**config.mk**
```make
export PLATFORM = sky130hd
export DESIGN_NAME = tick_timer_top
export DESIGN_NICKNAME = d
export VERILOG_FILES = /design/src/rtl/tt_pkg.sv /design/src/rtl/tt_regfile.sv /design/src/rtl/tt_step_gen.sv /design/src/rtl/tt_counter.sv /design/src/rtl/tick_timer_top.sv
export SDC_FILE = /design/constraint.sdc
export NUM_CORES = 1
export LEC_CHECK = 0
export BUFFER_PORTS_ARGS = -buffer_cell sky130_fd_sc_hd__buf_2
export CORE_MARGIN = 2
export CORE_UTILIZATION = 30
export CTS_CLUSTER_SIZE = 40
export DETAILED_ROUTE_END_ITERATION = 10
export HOLD_SLACK_MARGIN = 0.1
export PLACE_DENSITY = 0.47
export SETUP_SLACK_MARGIN = 0.02
export SYNTH_ARGS = -nofsm -noshare
export SYNTH_HDL_FRONTEND = slang
export SYNTH_SLANG_ARGS = --single-unit
```
**constraint.sdc**
```tcl
create_clock -name clk -period 3.1 [get_ports clk]
set_input_delay 0.31 -clock clk [delete_from_list [all_inputs] [get_ports clk]]
set_output_delay 0.31 -clock clk [all_outputs]
set_load 0.005 [all_outputs]
```
**src/rtl/tt_pkg.sv**
```systemverilog
// Package: shared widths, register offsets and control-bit positions for the
// tick timer. Assumes a 32-bit data bus and byte offsets in a 4-bit window.
package tt_pkg;
    localparam int DATA_W = 32;
    localparam int CNT_W  = 24;
    localparam int ADDR_W = 4;

    localparam logic [ADDR_W-1:0] OFF_CTRL   = 4'h0;
    localparam logic [ADDR_W-1:0] OFF_RELOAD = 4'h4;
    localparam logic [ADDR_W-1:0] OFF_CUR    = 4'h8;

    localparam int BIT_EN   = 0;
    localparam int BIT_INT  = 1;
    localparam int BIT_SRC  = 2;
    localparam int BIT_FLAG = 16;

    typedef struct packed {
        logic src_core;   // 1: every clock cycle, 0: reference enable
        logic int_en;     // interrupt on wrap
        logic run;        // counting enabled
    } ctrl_t;
endpackage

```
**src/rtl/tt_regfile.sv**
```systemverilog
// Register file: decodes bus writes into control and reload state, produces
// the one-cycle side-effect strobes (current-value write, control read) and
// builds the combinational read data. Assumes one strobe per access.
module tt_regfile
    import tt_pkg::*;
#(
    parameter int DW = DATA_W,
    parameter int CW = CNT_W,
    parameter int AW = ADDR_W
) (
    input  logic          clk,
    input  logic          rst_n,
    input  logic          bus_wr,
    input  logic          bus_rd,
    input  logic [AW-1:0] bus_addr,
    input  logic [DW-1:0] bus_wdata,
    output logic [DW-1:0] bus_rdata,
    input  logic [CW-1:0] cnt,
    input  logic          flag,
    output ctrl_t         ctrl,
    output logic [CW-1:0] reload,
    output logic          cur_wr,
    output logic          ctrl_rd
);
    localparam int PAD_W = DW - CW;

    logic ctrl_wr;
    logic reload_wr;
    logic reload_ok;

    // Address decode of the write and read strobes.
    always_comb begin
        ctrl_wr   = bus_wr && (bus_addr == OFF_CTRL);
        reload_wr = bus_wr && (bus_addr == OFF_RELOAD);
        cur_wr    = bus_wr && (bus_addr == OFF_CUR);
        ctrl_rd   = bus_rd && (bus_addr == OFF_CTRL);
    end

    // Reload data is accepted only if nothing lies above the counter width.
    always_comb begin
        reload_ok = (bus_wdata[DW-1:CW] == '0);
    end

    // Control register: only the three writable bits are stored.
    always_ff @(posedge clk) begin
        if (!rst_n) begin
            ctrl <= '0;
        end else if (ctrl_wr) begin
            ctrl.run      <= bus_wdata[BIT_EN];
            ctrl.int_en   <= bus_wdata[BIT_INT];
            ctrl.src_core <= bus_wdata[BIT_SRC];
        end
    end

    // Reload register: rejected writes leave the old value.
    always_ff @(posedge clk) begin
        if (!rst_n) begin
            reload <= '0;
        end else if (reload_wr && reload_ok) begin
            reload <= bus_wdata[CW-1:0];
        end
    end

    // Read multiplexer; unmapped offsets and idle cycles return zero.
    always_comb begin
        bus_rdata = '0;
        if (bus_rd) begin
            unique case (bus_addr)
                OFF_CTRL: begin
                    bus_rdata[BIT_EN]   = ctrl.run;
                    bus_rdata[BIT_INT]  = ctrl.int_en;
                    bus_rdata[BIT_SRC]  = ctrl.src_core;
                    bus_rdata[BIT_FLAG] = flag;
                end
                OFF_RELOAD: bus_rdata = {{PAD_W{1'b0}}, reload};
                OFF_CUR:    bus_rdata = {{PAD_W{1'b0}}, cnt};
                default:    bus_rdata = '0;
            endcase
        end
    end
endmodule

```
**src/rtl/tt_step_gen.sv**
```systemverilog
// Step generator: turns the enable and source selection into a one-cycle
// counting step. Assumes ref_en is already synchronous to clk.
module tt_step_gen
    import tt_pkg::*;
(
    input  ctrl_t ctrl,
    input  logic  ref_en,
    output logic  step
);
    // A step happens when running and the chosen source is active.
    always_comb begin
        step = ctrl.run && (ctrl.src_core || ref_en);
    end
endmodule

```
**src/rtl/tt_counter.sv**
```systemverilog
// Counter core: down-counter with reload on wrap, sticky wrap flag and the
// one-cycle interrupt pulse. Priority: current-value write, then a wrap,
// then the flag clear caused by a control read.
module tt_counter #(
    parameter int CW = tt_pkg::CNT_W
) (
    input  logic          clk,
    input  logic          rst_n,
    input  logic          step,
    input  logic          int_en,
    input  logic [CW-1:0] reload,
    input  logic          cur_wr,
    input  logic          ctrl_rd,
    output logic [CW-1:0] cnt,
    output logic          flag,
    output logic          irq
);
    logic at_zero;
    logic wrap;

    // A wrap is a step from zero while a nonzero reload is programmed.
    always_comb begin
        at_zero = (cnt == '0);
        wrap    = step && at_zero && (reload != '0);
    end

    // Counter value: cleared by a write, else reloaded or decremented.
    always_ff @(posedge clk) begin
        if (!rst_n) begin
            cnt <= '0;
        end else if (cur_wr) begin
            cnt <= '0;
        end else if (step) begin
            cnt <= at_zero ? reload : cnt - 1'b1;
        end
    end

    // Wrap flag: set by a wrap, cleared by a control read unless set now.
    always_ff @(posedge clk) begin
        if (!rst_n) begin
            flag <= 1'b0;
        end else if (cur_wr) begin
            flag <= 1'b0;
        end else begin
            flag <= wrap || (flag && !ctrl_rd);
        end
    end

    // Interrupt pulse: one cycle after each enabled wrap edge.
    always_ff @(posedge clk) begin
        if (!rst_n) begin
            irq <= 1'b0;
        end else begin
            irq <= wrap && int_en && !cur_wr;
        end
    end
endmodule

```
**src/rtl/tick_timer_top.sv**
```systemverilog
// Top level of the reloading tick timer: register file, step generator and
// counter core. Assumes a single clock and synchronous active-low reset.
module tick_timer_top
    import tt_pkg::*;
(
    input  logic              clk,
    input  logic              rst_n,
    input  logic              bus_wr,
    input  logic              bus_rd,
    input  logic [ADDR_W-1:0] bus_addr,
    input  logic [DATA_W-1:0] bus_wdata,
    output logic [DATA_W-1:0] bus_rdata,
    input  logic              ref_en,
    output logic              tick_irq
);
    ctrl_t             ctrl;
    logic [CNT_W-1:0]  reload_q;
    logic [CNT_W-1:0]  cnt_q;
    logic              flag_q;
    logic              cur_wr;
    logic              ctrl_rd;
    logic              step;
    logic              ctrl_en;
    logic              ctrl_int;
    logic              ctrl_src;

    // Flattened control bits for observation.
    always_comb begin
        ctrl_en  = ctrl.run;
        ctrl_int = ctrl.int_en;
        ctrl_src = ctrl.src_core;
    end

    tt_regfile #(.DW(DATA_W), .CW(CNT_W), .AW(ADDR_W)) u_regs (
        .clk       (clk),
        .rst_n     (rst_n),
        .bus_wr    (bus_wr),
        .bus_rd    (bus_rd),
        .bus_addr  (bus_addr),
        .bus_wdata (bus_wdata),
        .bus_rdata (bus_rdata),
        .cnt       (cnt_q),
        .flag      (flag_q),
        .ctrl      (ctrl),
        .reload    (reload_q),
        .cur_wr    (cur_wr),
        .ctrl_rd   (ctrl_rd)
    );

    tt_step_gen u_step (
        .ctrl   (ctrl),
        .ref_en (ref_en),
        .step   (step)
    );

    tt_counter #(.CW(CNT_W)) u_cnt (
        .clk     (clk),
        .rst_n   (rst_n),
        .step    (step),
        .int_en  (ctrl_int),
        .reload  (reload_q),
        .cur_wr  (cur_wr),
        .ctrl_rd (ctrl_rd),
        .cnt     (cnt_q),
        .flag    (flag_q),
        .irq     (tick_irq)
    );
endmodule

```
## Word-level counts from Yosys, hierarchy flattened

Cells that the tools add are included.

| cells by class | value |
|---|---|
| muxes and demuxes | 6 |
| eq/ne operators | 2 |
| add/subtract/negate cells | 1 |
| bitwise logic cells | 1 |
| reduce and logical (&&, ||, !) cells | 20 |

Operator list:

| cell | number |
|---|---|
| $mux 32 | 1 |
| $pmux 13 s2 | 1 |
| $logic_not 24->1 | 1 |
| $mux 24 | 1 |
| $reduce_bool 24->1 | 1 |
| $sub 24x1->24 const B | 1 |
| $pmux 7 s2 | 1 |
| $logic_and 1x1->1 | 11 |
| $pmux 3 s3 | 1 |
| $logic_not 8->1 | 1 |
| $eq 4x3->1 const B | 1 |
| $eq 4x4->1 const B | 1 |
| $logic_not 4->1 | 1 |
| $pmux 1 s3 | 1 |
| $logic_not 1->1 | 2 |
| $logic_or 1x1->1 | 2 |
| $reduce_or 2->1 | 1 |
| $not 1->1 | 1 |

| storage, ports and cells | value |
|---|---|
| bits of input ports | 41 |
| word-level logic and storage cells | 37 |
| flip-flop bits (word level) | 53 |

## Logic depth before layout (Yosys ltp)

Gate-level depths: netlist (run 1).

| depth | value |
|---|---|
| depth after elaboration | 6 |
| mapped depth | 8 |
| gate-level depth less buffers | 7 |

## By module

From an unflattened synthesis (run 1), not the netlist that was laid out.

| second synthesis, totals | value |
|---|---|
| cell total of the unflattened synthesis | 419 |
| area, all modules | 3,296.9 um^2 |

By module, submodules not included:

| module | area an instance (um^2) | times used | seq. area each (um^2) | cells each |
|---|---|---|---|---|
| tt_counter | 1,661.6 | 1 | 520.5 | 219 |
| tt_regfile | 1,627.8 | 1 | 540.5 | 199 |
| tt_step_gen | 7.5 | 1 | 0.0 | 1 |

## Worst setup path after synthesis (run 1)

OpenSTA, ideal clock, no wires.

| timing | value |
|---|---|
| path kind | reg-to-reg |
| start point | reg u_cnt.cnt[0] |
| end point | reg u_cnt.cnt[12] |
| arrival time | 2.014 ns |
| stages on the path, launching flop included | 9 |
| path buffers | 1 |
| period minus slack after synthesis | 2.148 ns |
| path slack | 0.952 ns |
| library setup time | 0.134 ns |
| data required time | 2.966 ns |
| path through | dfxtp_1 > inv_1 > ha_1 > or4b_2 > nor4_4 > nand2_2 > buf_4 > mux2i_1 > o22ai_1 |

| between the ends | value |
|---|---|
| cells in the longest elaborated chain, start to end | 2 |
| elaborated cells on any way between the ends | 3 |

Ends and longest elaborated chain:

| what | RTL line | RTL |
|---|---|---|
| start, declared | tt_counter.sv:14 | `output logic [CW-1:0] cnt,` |
| start signal, assigned | tt_counter.sv:34 | `cnt <= at_zero ? reload : cnt - 1'b1;` |
| $sub 24x1->24 / $logic_not 24->1 (equally long branches) | tt_counter.sv:34, tt_counter.sv:23 |  |
| $mux 24 (*) | tt_counter.sv:34 |  |

Mark *: on every way between the ends. The rest lies on a longest branch, timed or not.
A chain may end at the register's enable or synchronous reset.

## Worst setup path in the final report (run 1)

| timing | value |
|---|---|
| start point | reg u_cnt.cnt[16] |
| end point | reg u_cnt.cnt[11] |

| between the ends | value |
|---|---|
| cells in the longest elaborated chain, start to end | 2 |

Ends and longest elaborated chain:

| what | RTL line | RTL |
|---|---|---|
| $logic_not 24->1 | tt_counter.sv:23 | `at_zero = (cnt == '0);` |
| $mux 24 | tt_counter.sv:34 |  |

Every way passes these cells.

==> results_dict.tcl, run 1 <==
set metrics [dict create \
    drtPass1Iterations 5 \
    drt_iter0_drc 171 \
    path_cells "or4_4 -> or4_4 -> nor4_4 -> nand2_1 -> o221a_1" \
    ys_types 54 \
    ant_nets 0 \
    ys.flop_type "dfxtp_1" \
    finalClockSkew_ns 0.00520 \
    ys_warn_count 0 \
    critical_path.top_delay_family "simple AND/OR/NAND/NOR gates" \
    antenna_found_initial 0 \
    timing.setup.tns_ns 0 \
    start_util_pct 30.9 \
    rrSetupSlack_ns 0.58 \
    grt_max_degree 30 \
    peakVddDrop_mv 0.170 \
    cts_max_path_buffers 2 \
    dp_hpwl_mm 7.29 \
    drc 0 \
    tritoncts.num_buffers 5 \
    die_area_um2 11500 \
    area_growth_pct 17.4 \
    antenna_cells 0 \
    arrival_ns 2.72 \
    crit_end "u_cnt.cnt[11]" \
    synthTopCellsByCount "53 x dfxtp_1, 45 x nor2b_1, 33 x mux2i_1, 23 x nor2_1, 22 x a22oi_1" \
    rows 37 \
    r2r-start "u_cnt.cnt[16]" \
    clkLatencyLatePin_ns 0.31 \
    power.density_nw_per_um2 329 \
    reg2reg_depth 5 \
    nets 474 \
    path_depth 5 \
    gp_congestion 0.849 \
    core_um2 10300 \
    post-route-period-util_pct 81.2 \
    async_flop_share_pct 0 \
    max_cap_viol_count 0 \
    drive_gt1_share_pct 22.0 \
    crit_type "reg -> reg" \
    hold_path_class "in -> reg" \
    synth_top_area_share_pct 33.3 \
    total_leakage_power_nw 1.55 \
    cts.sinks 53 \
    overflow 0 \
    yosysSeqAreaShare_pct 33.3 \
    avgRoutedWirePerCell_um 17.9 \
    grt_use_total_pct 18.3 \
    final-setup-viol-count 0 \
    wl_mm 10.2 \
    synth.most_common_cell "dfxtp_1" \
    crit_fanout 10 \
    vias 3071 \
    synth_cells 374 \
    fin_crit_ns 2.52 \
    worst_path_largest_cell_delay_ns 0.58 \
    status "completed" \
    clkTransAtPathRegs_ns 0.10 \
    synth_edf_count 0 \
    cts-root-buf "clkbuf_8" \
    worstMarginPinSlew_ns 0.994 \
    final_core_util_pct 36.3 \
    yosysTopAreaCell "dfxtp_1" \
    regToRegEndpoint "u_cnt.cnt[11]" \
    synth_seq_cells 53 \
    cp-end-kind "register" \
    grt_pass1_vias 3066 \
    holdBufCountCts 0 \
    slowest_stage "or4_4" \
    cts_tree "done" \
    cts_max_level 2 \
    cts_resized 0 \
    timing.slew.headroom_pct 33.3 \
    netlist_area_um2 3190 \
    fmax_ghz 0.397 \
    cp-startpoint "u_cnt.cnt[16]" \
    io_buffers 65 \
    rsz0062_at_grt "no" \
    worst_ep_required_time_ns 3.30 \
    grt_pass1_wl_mm 16.6 \
    hp-start "bus_wdata[6]" \
    vias_per_cell 5.41 \
    final_hold_viol_count 0 \
    cts_setup_buffers 0 \
    start_kind "register" \
    path_buf_inv 0 \
    synth_area_leaders "dfxtp_1 33%, mux2i_1 10%, nor2b_1 8.8%, a22oi_1 5.2%, nor2_1 2.7%" \
    cpMostUsedCell "or4_4" \
    io_pins 74 \
    fp.dieW_um 107 \
    drv_slew 0 \
    syn_avg_cell_area_um2 8.53 \
    die_h_um 107 \
]
## where the power goes
group / switching [mW] / total (mW) / internal [mW]
clock: 0.237 / 0.440 / 0.203
sequential: 0.00166 / 0.683 / 0.681
combinational: 0.0611 / 0.108 / 0.0472
## state kept, by name, summed over array words and instances, names as in the netlist
signal / count
u_cnt.flag: 1
u_cnt.cnt: 24
u_cnt.irq: 1
u_regs.reload: 24
u_regs.ctrl: 3
## worst min path at each step
| stage | end | slack (ns) | cells past startpoint |
|---|---|---|---|
| floorplan | u_cnt.irq | 0.42 | 2 |
| global placement | u_cnt.flag | 0.47 | 2 |
| detailed placement | u_cnt.flag | 0.46 | 2 |
| CTS | u_regs.reload[10] | 0.25 | 3 |
| global route | u_regs.reload[14] | 0.25 | 3 |
| finish | u_regs.reload[6] | 0.25 | 3 |
## metal layers
layer / part of all wire, % / wire length, um / GRT usage, % / vias up
met5: 0 / 0 / 0 / -
met4: 1.4 / 139 / 6.40 / 0
met3: 5.7 / 582 / 3.04 / 11
met2: 45 / 4610 / 28.7 / 101
met1: 48 / 4850 / 25.3 / 1441
li1: - / - / - / 1518
## cells in the final DEF (no fill, tap or decap), types with 9 or more instances in the layout
master,count
buf_2,65
a21oi_1,11
nand3_1,9
nor2_1,23
o21ai_0,10
nor3_1,11
a22oi_1,22
dfxtp_1,53
nor2b_1,45
mux2i_1,33
buf_4,9
nand2_1,21
nor4_1,12
## cells by family (layout without fill, tap and decap cells)
logic type | after synthesis | count (layout) | share of synthesized area [%]
mux | 33 | 33 | 10.4
other cells | 1 | 8 | 0.118
simple gates | 157 | 157 | 29.6
flops | 53 | 53 | 33.3
compound gates | 93 | 93 | 20.7
fa+ha+maj | 2 | 2 | 0.784
buf+inv | 35 | 86 | 5.25
## stage by stage
stage	worst slack [ns]	power [mW]	std cells	instance area (um^2)	hold WS (ns)
5_1_grt	0.438	1.28	568	3750	0.254
4_1_cts	0.614	1.24	568	3750	0.247
3_5_place_dp	0.631	0.807	560	3640	0.462
2_1_floorplan	0.952	0.764	381	3220	0.422
3_3_place_gp	0.633	0.807	560	3640	0.473
6_report	0.582	1.23	568	3750	0.249
## final cells by class
| type | count | area, um^2 |
|---|---|---|
| Multi-Input combinational cell | 293 | 2010 |
| Sequential cell | 53 | 1060 |
| Clock inverter | 1 | 5.00 |
| Fill cell | 1125 | 6580 |
| Tap cell | 136 | 170 |
| Timing Repair Buffer | 74 | 393 |
| Inverter | 4 | 15.0 |
| Clock buffer | 7 | 96.3 |
## tightest hold or removal path: cells and delay by family
| kind | cells | cell delay [ns] |
|---|---|---|
| simple gates | 1 | 0.09 |
| mux | 1 | 0.05 |
| buf+inv | 1 | 0.07 |
No activity file was read; power rests on OpenSTA's default activity.
==> inputs of run 2 (changes only) <==
Clock period 3.1 ns to 2.4 ns, I/O delays scaled along.
==> run 2 against run 1 <==
  * Non-clock buffer count increased by 19
  * Largest power group unchanged
  * Clock power grew 67%
  * Utilization up 1.9 points
  * Critical endpoint is now u_cnt.cnt[16]
  * Highest routed layer unchanged
==> results_dict.tcl, run 2 (synthesis gave the netlist of run 1 again) <==
set metrics [dict create \
    path_buf_inv 1 \
    tritoncts.num_buffers 5 \
    power.density_nw_per_um2 449 \
    final-setup-viol-count 0 \
    core_um2 10300 \
    cts_max_path_buffers 2 \
    arrival_ns 2.52 \
    regToRegEndpoint "u_cnt.cnt[16]" \
    crit_end "u_cnt.cnt[16]" \
    cp-end-kind "register" \
    status "completed" \
    vias_per_cell 5.45 \
    io_pins 74 \
    cts-root-buf "clkbuf_8" \
    path_cells "inv_2 -> ha_2 -> or4b_1 -> or3_1 -> or3_1 -> a2bb2oi_1 -> o21ai_1" \
    start_util_pct 30.9 \
    worst_ep_required_time_ns 2.64 \
    crit_type "reg -> reg" \
    fin_area_um2 3940 \
    drtPass1Iterations 4 \
    rows 37 \
    area_growth_pct 23.4 \
    grt_use_total_pct 18.1 \
    reg2reg_depth 7 \
    peakVddDrop_mv 0.220 \
    path_depth 7 \
    antenna_found_initial 0 \
    vias 3201 \
    cts.sinks 53 \
    avgRoutedWirePerCell_um 17.5 \
    top_regs "u_cnt.cnt: 24 flops, u_regs.reload: 24 flops, u_regs.ctrl: 3 flops" \
    worst_path_largest_cell_delay_ns 0.47 \
    slowest_stage "or4b_1" \
    cp-startpoint "u_cnt.cnt[0]" \
    fmax_ghz 0.440 \
    timing.setup.tns_ns 0 \
    worstMarginPinSlew_ns 0.584 \
    drc 0 \
    grt_pass1_wl_mm 16.4 \
    drive_gt1_share_pct 26.4 \
    layout_common_cells "65 x buf_2, 52 x dfxtp_1, 45 x nor2b_1" \
    whs_ns 0.175 \
    gp_congestion 0.888 \
    post-route-period-util_pct 94.7 \
    critical_path.top_delay_family "simple AND/OR/NAND/NOR gates" \
    final_common_cell "buf_2" \
    grt_pass1_vias 3122 \
    dp_hpwl_mm 7.59 \
    max_cap_viol_count 0 \
    io_buffers 65 \
    holdBufCountCts 0 \
    start_kind "register" \
    die_h_um 107 \
    finalClockSkew_ns 0.00876 \
    hold_path_class "in -> reg" \
    overflow 0 \
    rsz0062_at_grt "no" \
    total_leakage_power_nw 1.66 \
    grt_max_degree 28 \
    fin_crit_ns 2.27 \
    final_core_util_pct 38.1 \
    place_area_um2 3760 \
    clkLatencyLatePin_ns 0.31 \
    r2r-start "u_cnt.cnt[0]" \
    cts_tree "done" \
    rrSetupSlack_ns 0.13 \
    cts_max_level 2 \
    clkTransAtPathRegs_ns 0.10 \
    drv_slew 0 \
    wl_mm 10.3 \
    die_area_um2 11500 \
    ant_nets 0 \
    antenna_cells 0 \
    timing.slew.headroom_pct 61.0 \
    fp.dieW_um 107 \
    final_hold_viol_count 0 \
    nets 493 \
    cpMostUsedCell "or3_1" \
    crit_fanout 5 \
    drt_iter0_drc 144 \
]
==> run 2: worst min path at each step <==
stage | start | endpoint | slack [ns] | depth (start not counted)
CTS | bus_wdata[20] | u_regs.reload[20] | 0.17 | 3
global placement | u_cnt.flag | u_cnt.flag | 0.44 | 2
floorplan | bus_wdata[0] | u_regs.ctrl[0] | 0.40 | 2
detailed placement | u_cnt.flag | u_cnt.flag | 0.45 | 2
finish | bus_wdata[11] | u_regs.reload[11] | 0.18 | 3
global route | bus_wdata[15] | u_regs.reload[15] | 0.17 | 3
==> run 2: power by group <==
group          leakage (nW)  switching, mW  total [mW]  internal [mW]
clock network        0.0681          0.319       0.734          0.415
registers             0.427        0.00192       0.882          0.880
logic                  1.16         0.0809       0.152         0.0708
==> run 2: timing repair <==
item | CTS | global route
buffers inserted | 0 | 3
endpoints found under the setup margin | 1 | 6
gates resized for setup | 1 | 6
pin swaps | 0 | 2
==> run 2: tightest hold or removal path: stages <==
cell and delay, ns:
buf_2 0.08, mux2i_1 0.05, nor2b_1 0.09
==> run 2: area by class of cell <==
| cell class | count | area (um^2) |
|---|---|---|
| Clock inverter | 3 | 65.1 |
| Multi-Input combinational cell | 293 | 2020 |
| Fill cell | 1091 | 6390 |
| Sequential cell | 53 | 1060 |
| Clock buffer | 5 | 68.8 |
| Tap cell | 136 | 170 |
| Inverter | 4 | 15.0 |
| Timing Repair Buffer | 93 | 536 |
==> run 2: per-stage QoR <==
step	cells	power [mW]	setup WS, ns
3_3_place_gp	576	1.05	0.0799
6_report	587	1.77	0.128
5_1_grt	587	1.83	0.000297
3_5_place_dp	576	1.05	0.0271
4_1_cts	584	1.78	0.0910
2_1_floorplan	381	0.987	0.252
==> run 2: per-layer routing <==
| layer | vias up | track usage (%) | routed length [um] | part of all wire (%) |
|---|---|---|---|---|
| met4 | 0 | 4.08 | 124 | 1.2 |
| met1 | 1521 | 24.1 | 4780 | 47 |
| met3 | 8 | 2.74 | 530 | 5.2 |
| met5 | - | 0 | 0 | 0 |
| li1 | 1563 | - | - | - |
| met2 | 109 | 30.7 | 4840 | 47 |
==> inputs of run 3 (changes only) <==
--- a/config.mk
+++ b/config.mk
@@ -12,5 +12,5 @@
 export DETAILED_ROUTE_END_ITERATION = 10
 export HOLD_SLACK_MARGIN = 0.1
-export PLACE_DENSITY = 0.47
+export PLACE_DENSITY = 0.53
 export SETUP_SLACK_MARGIN = 0.02
 export SYNTH_ARGS = -nofsm -noshare
==> constraint.sdc (replaced) <==
create_clock -name clk -period 2.4 [get_ports clk]
set_input_delay 0.48 -clock clk [delete_from_list [all_inputs] [get_ports clk]]
set_output_delay 0.48 -clock clk [all_outputs]
set_load 0.005 [all_outputs]
==> run 3 against run 2 <==
  * Final cell count grew 0.17%
  * Non-clock buffer count grew 1
  * Maximum frequency grew 1.8%
  * Die area is the same
  * Sequential power is essentially flat
  * Hold slack gained 0.24 ns
  * Combinational power is essentially flat
  * Count of clock-buffer cells in the layout grew 2
  * Critical path depth is the same
  * Worst setup slack gained 0.041 ns
  * Flip-flop and latch count is the same
  * Sequential share of layout area shrank 0.11 points
  * Critical endpoint is now u_cnt.cnt[12]
  * Largest power group unchanged
==> results_dict.tcl, run 3 (synthesis gave the netlist of run 1 again) <==
set metrics [dict create \
    worst_ep_required_time_ns 2.59 \
    cts_max_path_buffers 2 \
    power.density_nw_per_um2 426 \
    path_cells "inv_2 -> ha_1 -> or4b_1 -> or3_1 -> buf_4 -> o41ai_1 -> o22ai_1" \
    crit_type "reg -> reg" \
    overflow 0 \
    peakVddDrop_mv 0.212 \
    core_um2 10300 \
    gp_congestion 0.956 \
    rrSetupSlack_ns 0.17 \
    max_cap_viol_count 0 \
    dp_hpwl_mm 7.31 \
    clkLatencyLatePin_ns 0.31 \
    r2r-start "u_cnt.cnt[0]" \
    p_switching_uw 387 \
    setup_slack_ns 0.168 \
    fill_cells 1108 \
    wl_mm 10.0 \
    power.share.sequential_pct 52.5 \
    crit_fanout 4 \
    whs_ns 0.416 \
    drtPass1Iterations 5 \
    grt_pass1_wl_mm 16.1 \
    die_h_um 107 \
    hp-start "bus_wdata[22]" \
    antenna_found_initial 0 \
    grt_pass1_vias 3045 \
    area_growth_pct 23.8 \
    cts.sinks 53 \
    worstMarginPinSlew_ns 0.666 \
    worst_path_largest_cell_delay_ns 0.55 \
    status "completed" \
    cts_tree "done" \
    regToRegEndpoint "u_cnt.cnt[12]" \
    fmax_ghz 0.448 \
    seqCellArea_um2 1060 \
    io_pins 74 \
    layout_common_cells "65 x buf_2, 53 x dfxtp_1, 45 x nor2b_1" \
    total_leakage_power_nw 1.66 \
    drive_gt1_share_pct 25.9 \
    fp.dieW_um 107 \
    holdBufCountCts 0 \
    cp-end-kind "register" \
    vias_per_cell 5.47 \
    comb_power_share_pct 9.2 \
    clkTransAtPathRegs_ns 0.10 \
    p_int_mw 1.29 \
    top_regs "u_cnt.cnt: 24 flops, u_regs.reload: 24 flops, u_regs.ctrl: 3 flops" \
    slowest_stage "or4b_1" \
    cts_max_level 2 \
    multi_input_area_um2 2020 \
    drt_iter0_drc 288 \
    rows 37 \
    tritoncts.num_buffers 5 \
    final_common_cell "buf_2" \
    grt_use_total_pct 17.6 \
    sw_frac_of_total_pct 23.0 \
    die_area_um2 11500 \
    reg2reg_depth 7 \
    hold_path_class "in -> reg" \
    hold_depth 3 \
    drc 0 \
    post-route-period-util_pct 93.0 \
    cts-root-buf "clkbuf_8" \
    worstHoldEndpoint "u_regs.reload[22]" \
    drv_slew 0 \
    io_buffers 65 \
    rsz0062_at_grt "no" \
    place_ws_ns 0.00411 \
    final_core_util_pct 38.2 \
    antenna_cells 0 \
    nets 494 \
    finalClockSkew_ns 0.00600 \
    start_kind "register" \
    vias 3214 \
    final-setup-viol-count 0 \
    timing.setup.tns_ns 0 \
    avgRoutedWirePerCell_um 17.0 \
    power_frac_clock_pct 38.3 \
    arrival_ns 2.43 \
    start_util_pct 30.9 \
    ant_nets 0 \
    timing.slew.headroom_pct 55.2 \
    fin_crit_ns 2.23 \
    final_hold_viol_count 0 \
    grt_max_degree 27 \
]
[run 3: timing repair]
item / CTS / global route
gates resized for setup: 1 / 4
endpoints found under the setup margin: 1 / 5
buffers inserted: 0 / 2
pin swaps: 0 / 2
[run 3: per-stage QoR]
step / instance area [um^2] / power, mW / std cells
floorplan: 3220 / 0.987 / 381
CTS: 3920 / 1.70 / 586
global route: 3950 / 1.75 / 588
global placement: 3800 / 1.05 / 578
detailed placement: 3800 / 1.05 / 578
finish: 3950 / 1.68 / 588
[run 3: how the worst max path moves through the flow]
stage               cells after the start    startpoint  slack (ns)       endpoint
floorplan                               8  u_cnt.cnt[0]        0.25  u_cnt.cnt[12]
global placement                        7  u_cnt.cnt[0]        0.10   u_cnt.cnt[0]
detailed placement                      7  u_cnt.cnt[0]       0.004   u_cnt.cnt[0]
CTS                                     7  u_cnt.cnt[0]        0.05   u_cnt.cnt[0]
global route                            7  u_cnt.cnt[0]        0.03  u_cnt.cnt[12]
finish                                  7  u_cnt.cnt[0]        0.17  u_cnt.cnt[12]
[run 3: power by group through the flow]
stage               Clock [mW]  Sequential [mW]  Combinational (mW)
global route             0.700            0.883               0.169
detailed placement           0            0.902               0.152
global placement             0            0.902               0.150
finish                   0.644            0.882               0.154
CTS                      0.663            0.882               0.153
floorplan                    0            0.902              0.0849
[run 3: metal layers]
layer / vias up / share of wire, % / track usage [%]
met4: 0 / 1.6 / 3.99
met2: 124 / 47 / 28.9
met1: 1515 / 45 / 24.5
met3: 13 / 5.9 / 2.25
li1: 1562 / - / -
met5: - / 0 / 0
[run 3: area by class of cell]
| cell class | count | share of cell area [%] |
|---|---|---|
| Clock inverter | 1 | 0.760 |
| Tap cell | 136 | 4.31 |
| Inverter | 4 | 0.380 |
| Timing Repair Buffer | 94 | 14.4 |
| Sequential cell | 53 | 26.9 |
| Clock buffer | 7 | 2.19 |
| Multi-Input combinational cell | 293 | 51.1 |
[run 3: critical path, delay by kind of cell (launching register included)]
| family | cells | cell delay, ns |
|---|---|---|
| compound gates | 2 | 0.39 |
| simple gates | 2 | 0.94 |
| flops | 1 | 0.36 |
| fa+ha+maj | 1 | 0.16 |
| buf+inv | 2 | 0.26 |
